<file path="src/rtl/dwi_pkg.sv">
package dwi_pkg;
    localparam int BYTE_W = 8;

    typedef enum logic [3:0] {
        ST_IDLE,
        ST_ADDR,
        ST_ADDR_ACK,
        ST_INSTR,
        ST_INSTR_ACK,
        ST_DATA,
        ST_DATA_ACK,
        ST_TX,
        ST_TX_ACK
    } dwi_state_e;
endpackage

</file>
<file path="src/rtl/dwi_sync.sv">
module dwi_sync #(
    parameter int STAGES = 2
) (
    input  logic clk,
    input  logic rst_n,
    input  logic scl_i,
    input  logic sda_i,
    output logic sda_s,
    output logic scl_rise,
    output logic scl_fall,
    output logic start_det,
    output logic stop_det
);
    localparam int LINES = 2;

    logic [LINES-1:0] raw;
    logic [LINES-1:0] synced;
    logic [LINES-1:0] prev;

    assign raw = {sda_i, scl_i};

    for (genvar g = 0; g < LINES; g++) begin : g_line
        logic [STAGES-1:0] ff;
        always_ff @(posedge clk or negedge rst_n) begin
            if (!rst_n) begin
                ff      <= '1;
                prev[g] <= 1'b1;
            end else begin
                ff      <= {ff[STAGES-2:0], raw[g]};
                prev[g] <= ff[STAGES-1];
            end
        end
        assign synced[g] = ff[STAGES-1];
    end

    assign sda_s     = synced[1];
    assign scl_rise  = synced[0] & ~prev[0];
    assign scl_fall  = ~synced[0] & prev[0];
    assign start_det = synced[0] & prev[0] & prev[1] & ~synced[1];
    assign stop_det  = synced[0] & prev[0] & ~prev[1] & synced[1];
endmodule

</file>
<file path="src/rtl/dwi_link.sv">
module dwi_link
    import dwi_pkg::*;
(
    input  logic              clk,
    input  logic              rst_n,
    input  logic              scl_rise,
    input  logic              scl_fall,
    input  logic              start_det,
    input  logic              stop_det,
    input  logic              sda_s,
    input  logic [6:0]        dev_addr,
    input  logic [BYTE_W-1:0] rd_byte,
    output logic              sda_oe,
    output logic              instr_we,
    output logic              data_we,
    output logic [BYTE_W-1:0] rx_byte
);
    localparam int CNT_W = $clog2(BYTE_W + 1);
    localparam logic [CNT_W-1:0] FULL = CNT_W'(BYTE_W);
    localparam logic [CNT_W-1:0] LAST = CNT_W'(BYTE_W - 1);

    dwi_state_e        state_q, state_d;
    logic [CNT_W-1:0]  cnt_q;
    logic [BYTE_W-1:0] sh_q;
    logic              mack_q;
    logic              byte_done;

    assign byte_done = scl_fall && (cnt_q == FULL);

    always_comb begin
        state_d = state_q;
        if (start_det) begin
            state_d = ST_ADDR;
        end else if (stop_det) begin
            state_d = ST_IDLE;
        end else begin
            unique case (state_q)
                ST_IDLE:      state_d = ST_IDLE;
                ST_ADDR:      if (byte_done)
                                  state_d = (sh_q[7:1] == dev_addr) ? ST_ADDR_ACK : ST_IDLE;
                ST_ADDR_ACK:  if (scl_fall) state_d = sh_q[0] ? ST_TX : ST_INSTR;
                ST_INSTR:     if (byte_done) state_d = ST_INSTR_ACK;
                ST_INSTR_ACK: if (scl_fall) state_d = ST_DATA;
                ST_DATA:      if (byte_done) state_d = ST_DATA_ACK;
                ST_DATA_ACK:  if (scl_fall) state_d = ST_DATA;
                ST_TX:        if (scl_fall && cnt_q == LAST) state_d = ST_TX_ACK;
                ST_TX_ACK:    if (scl_fall) state_d = mack_q ? ST_TX : ST_IDLE;
                default:      state_d = ST_IDLE;
            endcase
        end
    end

    always_ff @(posedge clk or negedge rst_n) begin
        if (!rst_n) state_q <= ST_IDLE;
        else        state_q <= state_d;
    end

    always_ff @(posedge clk or negedge rst_n) begin
        if (!rst_n) begin
            cnt_q  <= '0;
            sh_q   <= '0;
            mack_q <= 1'b0;
        end else if (start_det || stop_det) begin
            cnt_q <= '0;
        end else begin
            unique case (state_q)
                ST_ADDR, ST_INSTR, ST_DATA: begin
                    if (scl_rise) begin
                        sh_q  <= {sh_q[BYTE_W-2:0], sda_s};
                        cnt_q <= cnt_q + 1'b1;
                    end else if (byte_done) begin
                        cnt_q <= '0;
                    end
                end
                ST_ADDR_ACK: begin
                    if (scl_fall && sh_q[0]) begin
                        sh_q  <= rd_byte;
                        cnt_q <= '0;
                    end
                end
                ST_TX: begin
                    if (scl_fall) begin
                        sh_q  <= {sh_q[BYTE_W-2:0], 1'b0};
                        cnt_q <= cnt_q + 1'b1;
                    end
                end
                ST_TX_ACK: begin
                    if (scl_rise) mack_q <= ~sda_s;
                    if (scl_fall) begin
                        sh_q  <= rd_byte;
                        cnt_q <= '0;
                    end
                end
                default: cnt_q <= '0;
            endcase
        end
    end

    always_comb begin
        sda_oe   = (state_q == ST_ADDR_ACK) || (state_q == ST_INSTR_ACK) ||
                   (state_q == ST_DATA_ACK) || ((state_q == ST_TX) && !sh_q[BYTE_W-1]);
        instr_we = (state_q == ST_INSTR) && byte_done;
        data_we  = (state_q == ST_DATA) && byte_done;
        rx_byte  = sh_q;
    end
endmodule

</file>
<file path="src/rtl/dwi_bank.sv">
module dwi_bank
    import dwi_pkg::*;
#(
    parameter logic [BYTE_W-1:0] MIDSCALE = 8'h80
) (
    input  logic                        clk,
    input  logic                        rst_n,
    input  logic                        instr_we,
    input  logic                        data_we,
    input  logic [BYTE_W-1:0]           rx_byte,
    input  logic                        shdn_n,
    output logic [1:0][BYTE_W-1:0]      wiper,
    output logic [1:0]                  off,
    output logic [1:0]                  gpo,
    output logic [BYTE_W-1:0]           rd_byte
);
    localparam int CH = 2;

    logic sel_q;
    logic rs_q;

    always_ff @(posedge clk or negedge rst_n) begin
        if (!rst_n) begin
            sel_q <= 1'b0;
            rs_q  <= 1'b0;
            gpo   <= '0;
        end else if (instr_we) begin
            sel_q <= rx_byte[7];
            rs_q  <= rx_byte[6];
            gpo   <= {rx_byte[3], rx_byte[4]};
        end
    end

    for (genvar c = 0; c < CH; c++) begin : g_ch
        logic sd_q;
        always_ff @(posedge clk or negedge rst_n) begin
            if (!rst_n) begin
                wiper[c] <= MIDSCALE;
                sd_q     <= 1'b0;
            end else if (instr_we && (rx_byte[7] == 1'(c))) begin
                if (rx_byte[6]) wiper[c] <= MIDSCALE;
                sd_q <= rx_byte[5];
            end else if (data_we && (sel_q == 1'(c)) && !rs_q) begin
                wiper[c] <= rx_byte;
            end
        end
        assign off[c] = sd_q | ~shdn_n;
    end

    assign rd_byte = wiper[sel_q];
endmodule

</file>
<file path="src/rtl/dual_wiper_i2c.sv">
module dual_wiper_i2c #(
    parameter int         SYNC_STAGES = 2,
    parameter logic [4:0] ADDR_HI     = 5'b01011
) (
    input  logic       clk,
    input  logic       rst_n,
    input  logic       scl_i,
    input  logic       sda_i,
    output logic       sda_oe,
    input  logic [1:0] addr_pin,
    input  logic       shdn_n,
    output logic [7:0] wiper1,
    output logic [7:0] wiper2,
    output logic       off1,
    output logic       off2,
    output logic [1:0] gpo
);
    logic                 sda_s, scl_rise, scl_fall, start_det, stop_det;
    logic                 instr_we, data_we;
    logic [7:0]           rx_byte, rd_byte;
    logic [1:0][7:0]      wiper;
    logic [1:0]           off;

    dwi_sync #(.STAGES(SYNC_STAGES)) sync_i (
        .clk(clk), .rst_n(rst_n), .scl_i(scl_i), .sda_i(sda_i),
        .sda_s(sda_s), .scl_rise(scl_rise), .scl_fall(scl_fall),
        .start_det(start_det), .stop_det(stop_det)
    );

    dwi_link link_i (
        .clk(clk), .rst_n(rst_n), .scl_rise(scl_rise), .scl_fall(scl_fall),
        .start_det(start_det), .stop_det(stop_det), .sda_s(sda_s),
        .dev_addr({ADDR_HI, addr_pin}), .rd_byte(rd_byte), .sda_oe(sda_oe),
        .instr_we(instr_we), .data_we(data_we), .rx_byte(rx_byte)
    );

    dwi_bank bank_i (
        .clk(clk), .rst_n(rst_n), .instr_we(instr_we), .data_we(data_we),
        .rx_byte(rx_byte), .shdn_n(shdn_n), .wiper(wiper), .off(off),
        .gpo(gpo), .rd_byte(rd_byte)
    );

    assign wiper1 = wiper[0];
    assign wiper2 = wiper[1];
    assign off1   = off[0];
    assign off2   = off[1];
endmodule

</file>
<file path="config.mk">
export PLATFORM = sky130hd
export DESIGN_NAME = dual_wiper_i2c
export DESIGN_NICKNAME = d
export VERILOG_FILES = /design/src/rtl/dwi_pkg.sv /design/src/rtl/dwi_sync.sv /design/src/rtl/dwi_link.sv /design/src/rtl/dwi_bank.sv /design/src/rtl/dual_wiper_i2c.sv
export SDC_FILE = /design/constraint.sdc
export NUM_CORES = 1
export LEC_CHECK = 0
export BUFFER_PORTS_ARGS = -buffer_cell sky130_fd_sc_hd__buf_2
export CAP_MARGIN = 20
export CORE_MARGIN = 5
export CORE_UTILIZATION = 50
export CTS_CLUSTER_DIAMETER = 50
export DETAILED_ROUTE_END_ITERATION = 12
export PLACE_DENSITY = 0.71
export SLEW_MARGIN = 0
export SYNTH_ARGS = -nofsm -noshare
export SYNTH_HDL_FRONTEND = slang
export SYNTH_SLANG_ARGS = --single-unit
</file>
<file path="constraint.sdc">
create_clock -name clk -period 4.1 [get_ports clk]
set_input_delay 0.205 -clock clk [delete_from_list [all_inputs] [get_ports clk]]
set_output_delay 0.205 -clock clk [all_outputs]
set_load 0.05 [all_outputs]
</file>
==> results of run 1 <==
-- where the power goes --
part	leakage (nW)	switching, mW	internal, mW
sequential	0.588	0.121	0.494
combinational	0.598	0.227	0.178
clock	0.0554	0.154	0.183
total	1.24	0.503	0.855
-- layer usage --
metal  share of wire [%]  up-vias
li1                    -      905
met1                  48      904
met2                  44       58
met3                 6.2        8
met4                 1.4        0
met5                   0        -
-- kinds of logic (layout without fill, tap and decap cells) --
kind of cell,count (synthesis),after routing,synth area share (%)
and+or+nand+nor,70,70,17.0
adders and majority gates,2,2,1.02
AOI/OAI and AO/OA,64,64,18.5
muxes,28,28,12.3
DFF,45,45,46.3
xor gates and xnor gates,4,4,1.43
buffers and inverters,17,44,3.37
-- worst reg2reg max path: stages, from the launching register on --
cell and delay [ns]:
dfstp_2 0.59, nand2b_1 0.12, nor3_1 0.85, a2111oi_1 0.21, or4_1 0.52, a21oi_1 0.16
-- worst paths after layout --
path | start | to | slack (ns) | cells after the start
worst min register to register | sync_i.g_line[1].ff[0] | sync_i.g_line[1].ff[1] | 0.36 | 0
min in group clk | sync_i.g_line[1].ff[0] | sync_i.g_line[1].ff[1] | 0.36 | 0
worst min-delay path | rst_n | link_i.cnt_q[3] | 0.30 | 2
max in group asynchronous | rst_n | bank_i.wiper[15] | 3.28 | 3
worst max-delay path | sync_i.prev[0] | link_i.cnt_q[0] | 1.59 | 5
worst max register to register | sync_i.prev[0] | link_i.cnt_q[0] | 1.59 | 5
-- cells in the final DEF (no fill, tap or decap), types with 2 or more instances in the layout --
cell / n
a32o_1: 3
clkbuf_8: 5
o21ai_0: 15
xor2_1: 2
nand3_1: 3
dlygate4sd3_1: 3
nand2_1: 20
nor2b_1: 10
o31ai_1: 3
nand4b_1: 4
o211ai_1: 3
dfstp_2: 8
mux2i_1: 11
xnor2_1: 2
nand3b_1: 2
nand2b_1: 5
a22o_1: 10
a21boi_0: 2
a21oi_1: 8
ha_1: 2
dfrtp_1: 37
nor3_1: 3
nor2_1: 10
buf_2: 27
a22oi_1: 2
mux2_2: 17
and3_1: 3
inv_1: 5
a31oi_1: 3
-- metrics by stage --
step | cells | utilization (%) | hold slack [ns] | setup WS, ns
floorplan | 230 | - | -0.0906 | 2.22
global placement | 312 | 54.8 | 0.310 | 1.71
detailed placement | 312 | 54.8 | 0.311 | 1.64
CTS | 322 | 57.6 | 0.0913 | 1.61
global route | 324 | 58.2 | 0.330 | 1.39
finish | 324 | 58.2 | 0.295 | 1.59
-- registers in the layout (all words and copies together), names as in the netlist --
name,flops
bank_i.sel_q,1
link_i.mack_q,1
sync_i.prev,2
link_i.rx_byte,8
bank_i.gpo,2
bank_i.rs_q,1
bank_i.g_ch.sd_q,2
link_i.state_q,4
link_i.cnt_q,4
sync_i.g_line.ff,4
bank_i.wiper,16
-- timing repair --
item,in CTS,in global routing
hold buffers,2,1
hold endpoints to repair,2,5
setup buffers,0,0
-- layout make-up --
cell class | count | share of cell area [%]
Timing Repair Buffer | 31 | 6.69
Clock inverter | 2 | 1.40
Sequential cell | 45 | 41.0
Clock buffer | 6 | 2.62
Tap cell | 67 | 3.03
Multi-Input combinational cell | 168 | 44.6
Inverter | 5 | 0.678
==> impl_metrics.toml, run 1 <==
[status]
status = "completed"

[route]
post_drt_wl_per_cell_um = 16.6
dr.first_iter.drc_count = 165
wirelength_um = 5390
via_count = 1875
drt_pass1_iterations = 4
ant_nets = 0
viasPerCell = 5.79
drc = 0

[global_routing]
grt_pass1_vias = 1798
antenna_found_initial = 0
use_met2_pct = 27.1
gr-usage-met3_pct = 4.06
gr-total-overflow = 0
grt_max_degree = 46
grt_use_met1_pct = 27.1
grt.total_usage_pct = 18.5
grt-busiest-layer = "met1"
grt_first_pass_wirelength_um = 9110

[worst_setup_path]
crit_path_end_kind = "flop"
critPathTopFamily = "simple AND/OR/NAND/NOR gates"
max_stage_delay_ns = 0.85
worstPathArrival_ns = 2.74
required_ns = 4.33
crit_chain = "nand2b_1 > nor3_1 > a2111oi_1 > or4_1 > a21oi_1"
crit_fanout = 11
slowest_stage = "nor3_1"
crit_type = "reg -> reg"
cp_num_buf_inv = 0
startpoint_type = "flop"

[power]
p_leak_nw = 1.24
ir_drop_uv = 297
total_power_mw = 1.36
power_density_nw_per_um2 = 491

[yosys]
ys_ff_latch = 45
synthTopCellsByCount = "dfrtp_1 (37), nand2_1 (20), mux2_2 (17)"
synth.avg_cell_area_um2 = 10.7
synth_cell_type_count = 54
synth-async-reset-ratio_pct = 100
syn-instance-count = 230
synth_most_common_cell = "dfrtp_1"
yosys_warnings = 0
synth_top_area_share_pct = 37.8
synth_edf_count = 0
yosys.area.top_type = "dfrtp_1"
yosys-top-cells-area = "dfrtp_1 (38%), dfstp_2 (8.6%), mux2_2 (7.8%)"
ys.flop_type = "dfrtp_1"
ys_seq_area_share_pct = 46.3
syn_area_um2 = 2450
synth_fp_nets = 239

[floorplanning]
initial_core_util_pct = 51.6
dieArea_um2 = 6410
die_height_um = 80.0
io-pin-count = 28
core_area_um2 = 4750
die_w_um = 80.0
rows = 25

[timing]
rsz0062_at_grt = "no"
hold_viol = 0
tns_ns = 0
setup_viol = 0
skew_ns = 0.00927
timing.final.crit_period_ns = 2.51
fmax_mhz = 399
slew_violations = 0
maxSlewHeadroom_pct = 30.8
period_share_pct = 61.2
tightest_slew_ns = 1.03

[clocking]
cts_tree = "done"
postCtsResizedCells = 0
cts_sinks = 45
clock_latency_ns = 0.30
clockBufferDepth = 2
numCtsBuffers = 5
clockRootBuffer = "clkbuf_8"
cts.reportedPaths.clkPinSlew_ns = 0.09
htree_levels = 2

[placed_design]
dpl_cell_area_um2 = 2610
hpwl_um = 3700
gp_congestion = 0.866
port_buffers = 27

[final_layout]
final_cell_area_um2 = 2770
area_delta_synth_final_pct = 12.9
register_area_um2 = 1140
drive_above_1_share_pct = 24.9
antenna_cells = 0
fillers = 428
fin_nets = 265
multi_input_area_um2 = 1230

[job]
max_cap_viol_count = 0

[min_path]
hp-class = "in -> async"
(Power assumes the default switching activity.)
==> run 2: changes to the inputs <==
--- a/config.mk
+++ b/config.mk
@@ -5,13 +5,14 @@
 export SDC_FILE = /design/constraint.sdc
 export NUM_CORES = 1
 export LEC_CHECK = 0
+export ABC_AREA = 1
 export BUFFER_PORTS_ARGS = -buffer_cell sky130_fd_sc_hd__buf_2
 export CAP_MARGIN = 20
 export CORE_MARGIN = 5
 export CORE_UTILIZATION = 50
 export CTS_CLUSTER_DIAMETER = 50
 export DETAILED_ROUTE_END_ITERATION = 12
-export PLACE_DENSITY = 0.71
+export PLACE_DENSITY = 0.73
 export SLEW_MARGIN = 0
 export SYNTH_ARGS = -nofsm -noshare
 export SYNTH_HDL_FRONTEND = slang
==> constraint.sdc (replaced) <==
create_clock -name clk -period 2.2 [get_ports clk]
set_input_delay 0.11 -clock clk [delete_from_list [all_inputs] [get_ports clk]]
set_output_delay 0.11 -clock clk [all_outputs]
set_load 0.05 [all_outputs]
==> run 2 against run 1 <==
Net effect:
- worst hold slack worse by 0.049 ns
- flip-flop and latch count stayed put
- via count is 16% higher
- first-iteration DRC count is 3.6% lower
- clock skew is 0.00073 ns lower
- clock power is 84% higher
- die area is 2.0% higher
- non-clock buffer count stayed put
- global-route usage is 0.24 points higher
- combinational power is 54% lower
- critical endpoint is now link_i.rx_byte[1]
- largest power group unchanged
==> impl_metrics.toml, run 2 <==
[timing]
setup_viol = 0
tightest_slew_ns = 0.518
maxSlewHeadroom_pct = 65.5
skew_ns = 0.00854
period_share_pct = 81.0
timing.final.crit_period_ns = 1.78
slew_violations = 0
rsz0062_at_grt = "no"
hold_viol = 0
tns_ns = 0
postLayoutSetupSlackWorst_ns = 0.418
fmax_mhz = 561

[yosys]
synthSimpleGateAreaFrac_pct = 36.4
yosys_warnings = 0
ys.flop_type = "dfrtp_1"
synthTopCellsByCount = "nand2_1 (102), nand3_1 (40), dfrtp_1 (37)"
synth_compound_area_share_pct = 9.42
synth_top_area_share_pct = 36.9
synth.mux.area_fraction_pct = 0
syn_area_um2 = 2510
synthXorXnorAreaFrac_pct = 0.698
synthAdderAreaFrac_pct = 0.997
synth-async-reset-ratio_pct = 100
yosys-top-cells-area = "dfrtp_1 (37%), nand2_1 (15%), dfstp_2 (8.4%)"
synth_top_family_by_area = "simple AND/OR/NAND/NOR gates"
synth.avg_cell_area_um2 = 7.77
synth_fp_nets = 332
synth_most_common_cell = "nand2_1"
syn-instance-count = 323
yosys.area.top_type = "dfrtp_1"
ys_ff_latch = 45
ys_seq_area_share_pct = 45.3
synth_edf_count = 0
synth_cell_type_count = 26

[worst_setup_path]
reg2reg_slack_ns = 0.42
startpoint_type = "flop"
crit_fanout = 11
crit_path_end_kind = "flop"
required_ns = 2.39
worstPathArrival_ns = 1.97
crit_type = "reg -> reg"

[power]
p_leak_nw = 1.43
power_density_nw_per_um2 = 613
ir_drop_uv = 407

[floorplanning]
io-pin-count = 28
die_height_um = 80.9
rows = 25
core_area_um2 = 4790
initial_core_util_pct = 52.4
die_w_um = 80.9
dieArea_um2 = 6540

[placed_design]
port_buffers = 27
hpwl_um = 4150
place_ws_ns = 0.446
gp_congestion = 0.892
dp_cells = 413

[clocking]
cts.reportedPaths.clkPinSlew_ns = 0.08
htree_levels = 2
cts_sinks = 45
cts_setup_buffers = 0
clock_latency_ns = 0.30
numCtsBuffers = 5
cts_tree = "done"
clockRootBuffer = "clkbuf_8"
clockBufferDepth = 2

[global_routing]
grt_max_degree = 31
grt_pass1_vias = 2070
antenna_found_initial = 0
gr-total-overflow = 0
grt.total_usage_pct = 18.7
grt_first_pass_wirelength_um = 9610

[route]
viasPerCell = 5.12
wirelength_um = 5520
drc = 0
post_drt_wl_per_cell_um = 13.0
via_count = 2170
dr.first_iter.drc_count = 159
ant_nets = 0
drt_pass1_iterations = 4

[job]
max_cap_viol_count = 0

[final_layout]
fillers = 443
antenna_cells = 0
fin_nets = 365
area_delta_synth_final_pct = 13.3
largest_register = "bank_i.wiper"
fin_cells = 424
final_common_cell = "nand2_1"
post-route-util_pct = 59.4
layout_common_cells = "nand2_1 (102), nand3_1 (40), dfrtp_1 (37), inv_1 (34)"
drive_above_1_share_pct = 23.0
largest_reg_flops = 16

[min_path]
hp-class = "in -> async"

[status]
status = "completed"
## run 2: cell count changes after synthesis, sizes merged, moves of 11 or more
| cell | change |
|---|---|
| o21ai | +19 |
| inv | +34 |
| mux2i | -11 |
| nor2 | +19 |
| mux2 | -17 |
| nand3 | +43 |
| nand2 | +92 |
## run 2: final cells by class
| cell class | count | area, um^2 | area share (%) |
|---|---|---|---|
| repair buffers | 31 | 173 | 6.07 |
| inverters | 39 | 146 | 5.15 |
| clock inverters | 2 | 38.8 | 1.36 |
| clock buffers | 6 | 72.6 | 2.55 |
| well taps | 67 | 83.8 | 2.95 |
| multi-input cells | 234 | 1190 | 41.9 |
| flip-flops and latches | 45 | 1140 | 40.0 |
## run 2: critical path: stages, from the launching register on
cell,delay [ns]
dfstp_2,0.56
nor2_1,0.05
nand2_1,0.06
nand2_1,0.12
inv_1,0.29
nand2_2,0.15
nor2_8,0.20
nand2_4,0.11
nand2_1,0.09
nand2_1,0.05
## run 2: final timing paths
check	to	depth (start not counted)	from
worst max-delay path	link_i.rx_byte[1]	9	sync_i.g_line[1].ff[1]
worst min-delay path	bank_i.wiper[2]	2	rst_n
worst max register to register	link_i.rx_byte[1]	9	sync_i.g_line[1].ff[1]
worst min register to register	sync_i.g_line[1].ff[1]	0	sync_i.g_line[1].ff[0]
max in group asynchronous	sync_i.g_line[0].ff[0]	3	rst_n
min in group clk	link_i.state_q[1]	8	addr_pin[0]
## run 2: metal layers
| layer | track usage [%] | up-vias | share of wire, % |
|---|---|---|---|
| met5 | 0 | - | 0 |
| met4 | 4.56 | 0 | 0.98 |
| met3 | 3.33 | 7 | 5.6 |
| met2 | 28.1 | 58 | 44 |
| met1 | 27.9 | 1009 | 50 |
| li1 | - | 1096 | - |
## run 2: power by group
part / switching [mW] / internal [mW]
Sequential: 0.0571 / 0.876
Clock: 0.282 / 0.341
Combinational: 0.131 / 0.0549
## run 2: kinds of logic (layout without fill, tap and decap cells)
| logic type | Yosys count | in the layout |
|---|---|---|
| adder cells (fa/ha/maj) | 2 | 2 |
| XOR/XNOR | 2 | 2 |
| AND/OR/NAND/NOR | 189 | 189 |
| flip-flops | 45 | 45 |
| buffers and inverters | 44 | 78 |
| AO/OA/AOI/OAI | 41 | 41 |
## run 2: repair_timing
| action | in CTS | in global routing |
|---|---|---|
| hold buffers | 3 | 0 |
| resized for setup | 0 | 0 |
| hold endpoints to repair | 15 | 0 |
## run 2: stage by stage
step / hold slack [ns] / instance area (um^2) / power [mW]
after floorplan: -0.186 / 2510 / 1.05
after global placement: 0.0382 / 2700 / 1.13
after detailed placement: 0.0426 / 2700 / 1.13
after CTS: 0.256 / 2840 / 1.76
after global routing: 0.276 / 2840 / 1.84
final: 0.246 / 2840 / 1.74
==> run 3: changes to the inputs <==
--- a/config.mk
+++ b/config.mk
@@ -12,7 +12,7 @@
 export CORE_UTILIZATION = 50
 export CTS_CLUSTER_DIAMETER = 50
 export DETAILED_ROUTE_END_ITERATION = 12
-export PLACE_DENSITY = 0.73
+export PLACE_DENSITY = 0.71
 export SLEW_MARGIN = 0
 export SYNTH_ARGS = -nofsm -noshare
 export SYNTH_HDL_FRONTEND = slang
==> constraint.sdc (replaced) <==
create_clock -name clk -period 1.7 [get_ports clk]
set_input_delay 0.085 -clock clk [delete_from_list [all_inputs] [get_ports clk]]
set_output_delay 0.085 -clock clk [all_outputs]
set_load 0.05 [all_outputs]
==> run 3 against run 2 <==
Net effect:
- die area is the same
- fmax grew 9.2%
- count of clock-buffer cells in the layout rose by 1
- via count increased by 1.9%
- first-iteration DRC count is 42% lower
- worst hold slack better by 0.0066 ns
- clock skew shrank 0.0023 ns
- critical path type unchanged
- critical endpoint is now bank_i.wiper[10]
- largest power group unchanged
- highest routed layer unchanged
==> impl_metrics.toml, run 3 (same netlist as run 2, synthesis figures left out) <==
[worst_setup_path]
startpoint_type = "flop"
critPathTopFamily = "simple AND/OR/NAND/NOR gates"
r2r_cells = 8
required_ns = 1.90
crit_path_end_kind = "flop"
worstPathArrival_ns = 1.83
crit_fanout = 8
crit_type = "reg -> reg"
max_stage_delay_ns = 0.56
r2r-end = "bank_i.wiper[10]"
crit_chain = "inv_2 > nor2_4 > nand3_4 > nor2_4 > buf_6 > nand3_4 > nand3_1 > o21ai_2"
reg2reg_slack_ns = 0.07
slowest_stage = "dfstp_2"
cp_num_buf_inv = 2
reg2reg_from = "sync_i.prev[0]"
startpoint = "sync_i.prev[0]"

[timing]
rsz0062_at_grt = "yes"
slew_violations = 0
hold_viol = 0
setup_viol = 0
skew_ns = 0.00620
timing.final.crit_period_ns = 1.63
fmax_mhz = 613
maxSlewHeadroom_pct = 69.3
period_share_pct = 96.0
tightest_slew_ns = 0.461

[power]
power.net_switching_uw = 623
p_leak_nw = 1.47
p_comb_share_pct = 11.1
power_density_nw_per_um2 = 743
p_seq_share_pct = 54.4
clock_power_share_pct = 34.5
switching_share_pct = 28.2
ir_drop_uv = 574
intPower_mw = 1.59

[status]
status = "completed"

[route]
ant_nets = 0
drc = 0
viasPerCell = 5.11
wirelength_um = 5660
drt_pass1_iterations = 4
dr.first_iter.drc_count = 92
via_count = 2211
post_drt_wl_per_cell_um = 13.1

[clocking]
cts_tree = "done"
cts_sinks = 45
numCtsBuffers = 5
clock_latency_ns = 0.30
cts.reportedPaths.clkPinSlew_ns = 0.09
clockRootBuffer = "clkbuf_8"
htree_levels = 2
clockBufferDepth = 2

[placed_design]
dpl_cell_area_um2 = 2740
port_buffers = 27
hpwl_um = 4230
gp_congestion = 0.886
dp_cells = 418

[floorplanning]
die_w_um = 80.9
core_area_um2 = 4790
io-pin-count = 28
die_height_um = 80.9
rows = 25
initial_core_util_pct = 52.4
dieArea_um2 = 6540

[final_layout]
layout_common_cells = "nand2_1 (102), nand3_1 (36), dfrtp_1 (35), inv_1 (30)"
antenna_cells = 0
largest_register = "bank_i.wiper"
largest_reg_flops = 16
final_common_cell = "nand2_1"
fin_nets = 374
post-route-util_pct = 62.1
fin_cells = 433
area_delta_synth_final_pct = 18.4
drive_above_1_share_pct = 28.4
final_cell_area_um2 = 2970

[global_routing]
grt_pass1_vias = 2045
grt_max_degree = 21
antenna_found_initial = 0
grt.total_usage_pct = 19.2
grt_first_pass_wirelength_um = 9630
gr-total-overflow = 0

[job]
max_cap_viol_count = 0

[min_path]
hp-class = "in -> async"
==> run 3: cell count changes in the layout (fill, tap and decap cells not counted), sizes merged <==
cell    delta
buf        +8
bufinv     -1
clkbuf     +1
clkinv     -1
inv        +1
nand3      +1
==> run 3: through the flow <==
stage / hold slack (ns) / power (mW) / TNS (ns) / worst slack, ns
6_report: 0.253 / 2.21 / 0 / 0.0687
4_1_cts: 0.263 / 2.24 / 0 / 0.0155
5_1_grt: 0.306 / 2.33 / -0.124 / -0.0224
3_3_place_gp: 0.0551 / 1.46 / 0 / 0.0798
3_5_place_dp: 0.0633 / 1.46 / 0 / 0.0386
2_1_floorplan: -0.211 / 1.36 / 0 / 0.119
==> run 3: layer usage <==
| layer | wire [um] | vias up | track usage (%) | share of wire [%] |
|---|---|---|---|---|
| li1 | - | 1118 | - | - |
| met5 | 0 | - | 0 | 0 |
| met2 | 2540 | 50 | 29.3 | 45 |
| met4 | 97 | 0 | 6.76 | 1.7 |
| met1 | 2670 | 1032 | 26.9 | 47 |
| met3 | 352 | 11 | 4.32 | 6.2 |
==> run 3: how the worst max path moves through the flow <==
| stage | to | cells past startpoint |
|---|---|---|
| 6_report | bank_i.wiper[10] | 8 |
| 5_1_grt | bank_i.wiper[14] | 8 |
| 4_1_cts | bank_i.wiper[0] | 9 |
| 3_5_place_dp | bank_i.wiper[2] | 9 |
| 3_3_place_gp | bank_i.wiper[0] | 9 |
| 2_1_floorplan | sda_oe | 4 |
==> run 3: cell type report <==
cell class                      count  area, um^2
Clock inverter                      1        8.76
Multi-Input combinational cell    235        1260
Timing Repair Buffer               39         239
Clock buffer                        7        96.3
Inverter                           39         146
Fill cell                         435        1810
Sequential cell                    45        1140
Tap cell                           67        83.8
==> run 3: what timing repair did <==
item | 4_1_cts | 5_1_grt
cloned | 0 | 1
pin swaps | 0 | 11
endpoints found under the hold margin | 17 | 0
resized for setup | 2 | 18
buffers inserted | 0 | 3
hold buffers | 3 | 0
setup endpoints to repair | 1 | 27
==> run 3: worst register-to-register path, stage by stage (launching register included) <==
cell and delay (ns):
dfstp_2 0.56, inv_2 0.05, nor2_4 0.12, nand3_4 0.12, nor2_4 0.23, buf_6 0.13, nand3_4 0.12, nand3_1 0.14
o21ai_2 0.06
==> run 3: power by group through the flow <==
stage | logic [mW] | clock network (mW) | registers (mW)
2_1_floorplan | 0.169 | 0 | 1.20
3_3_place_gp | 0.238 | 0 | 1.22
3_5_place_dp | 0.241 | 0 | 1.22
4_1_cts | 0.247 | 0.789 | 1.20
5_1_grt | 0.284 | 0.835 | 1.21
6_report | 0.245 | 0.762 | 1.20
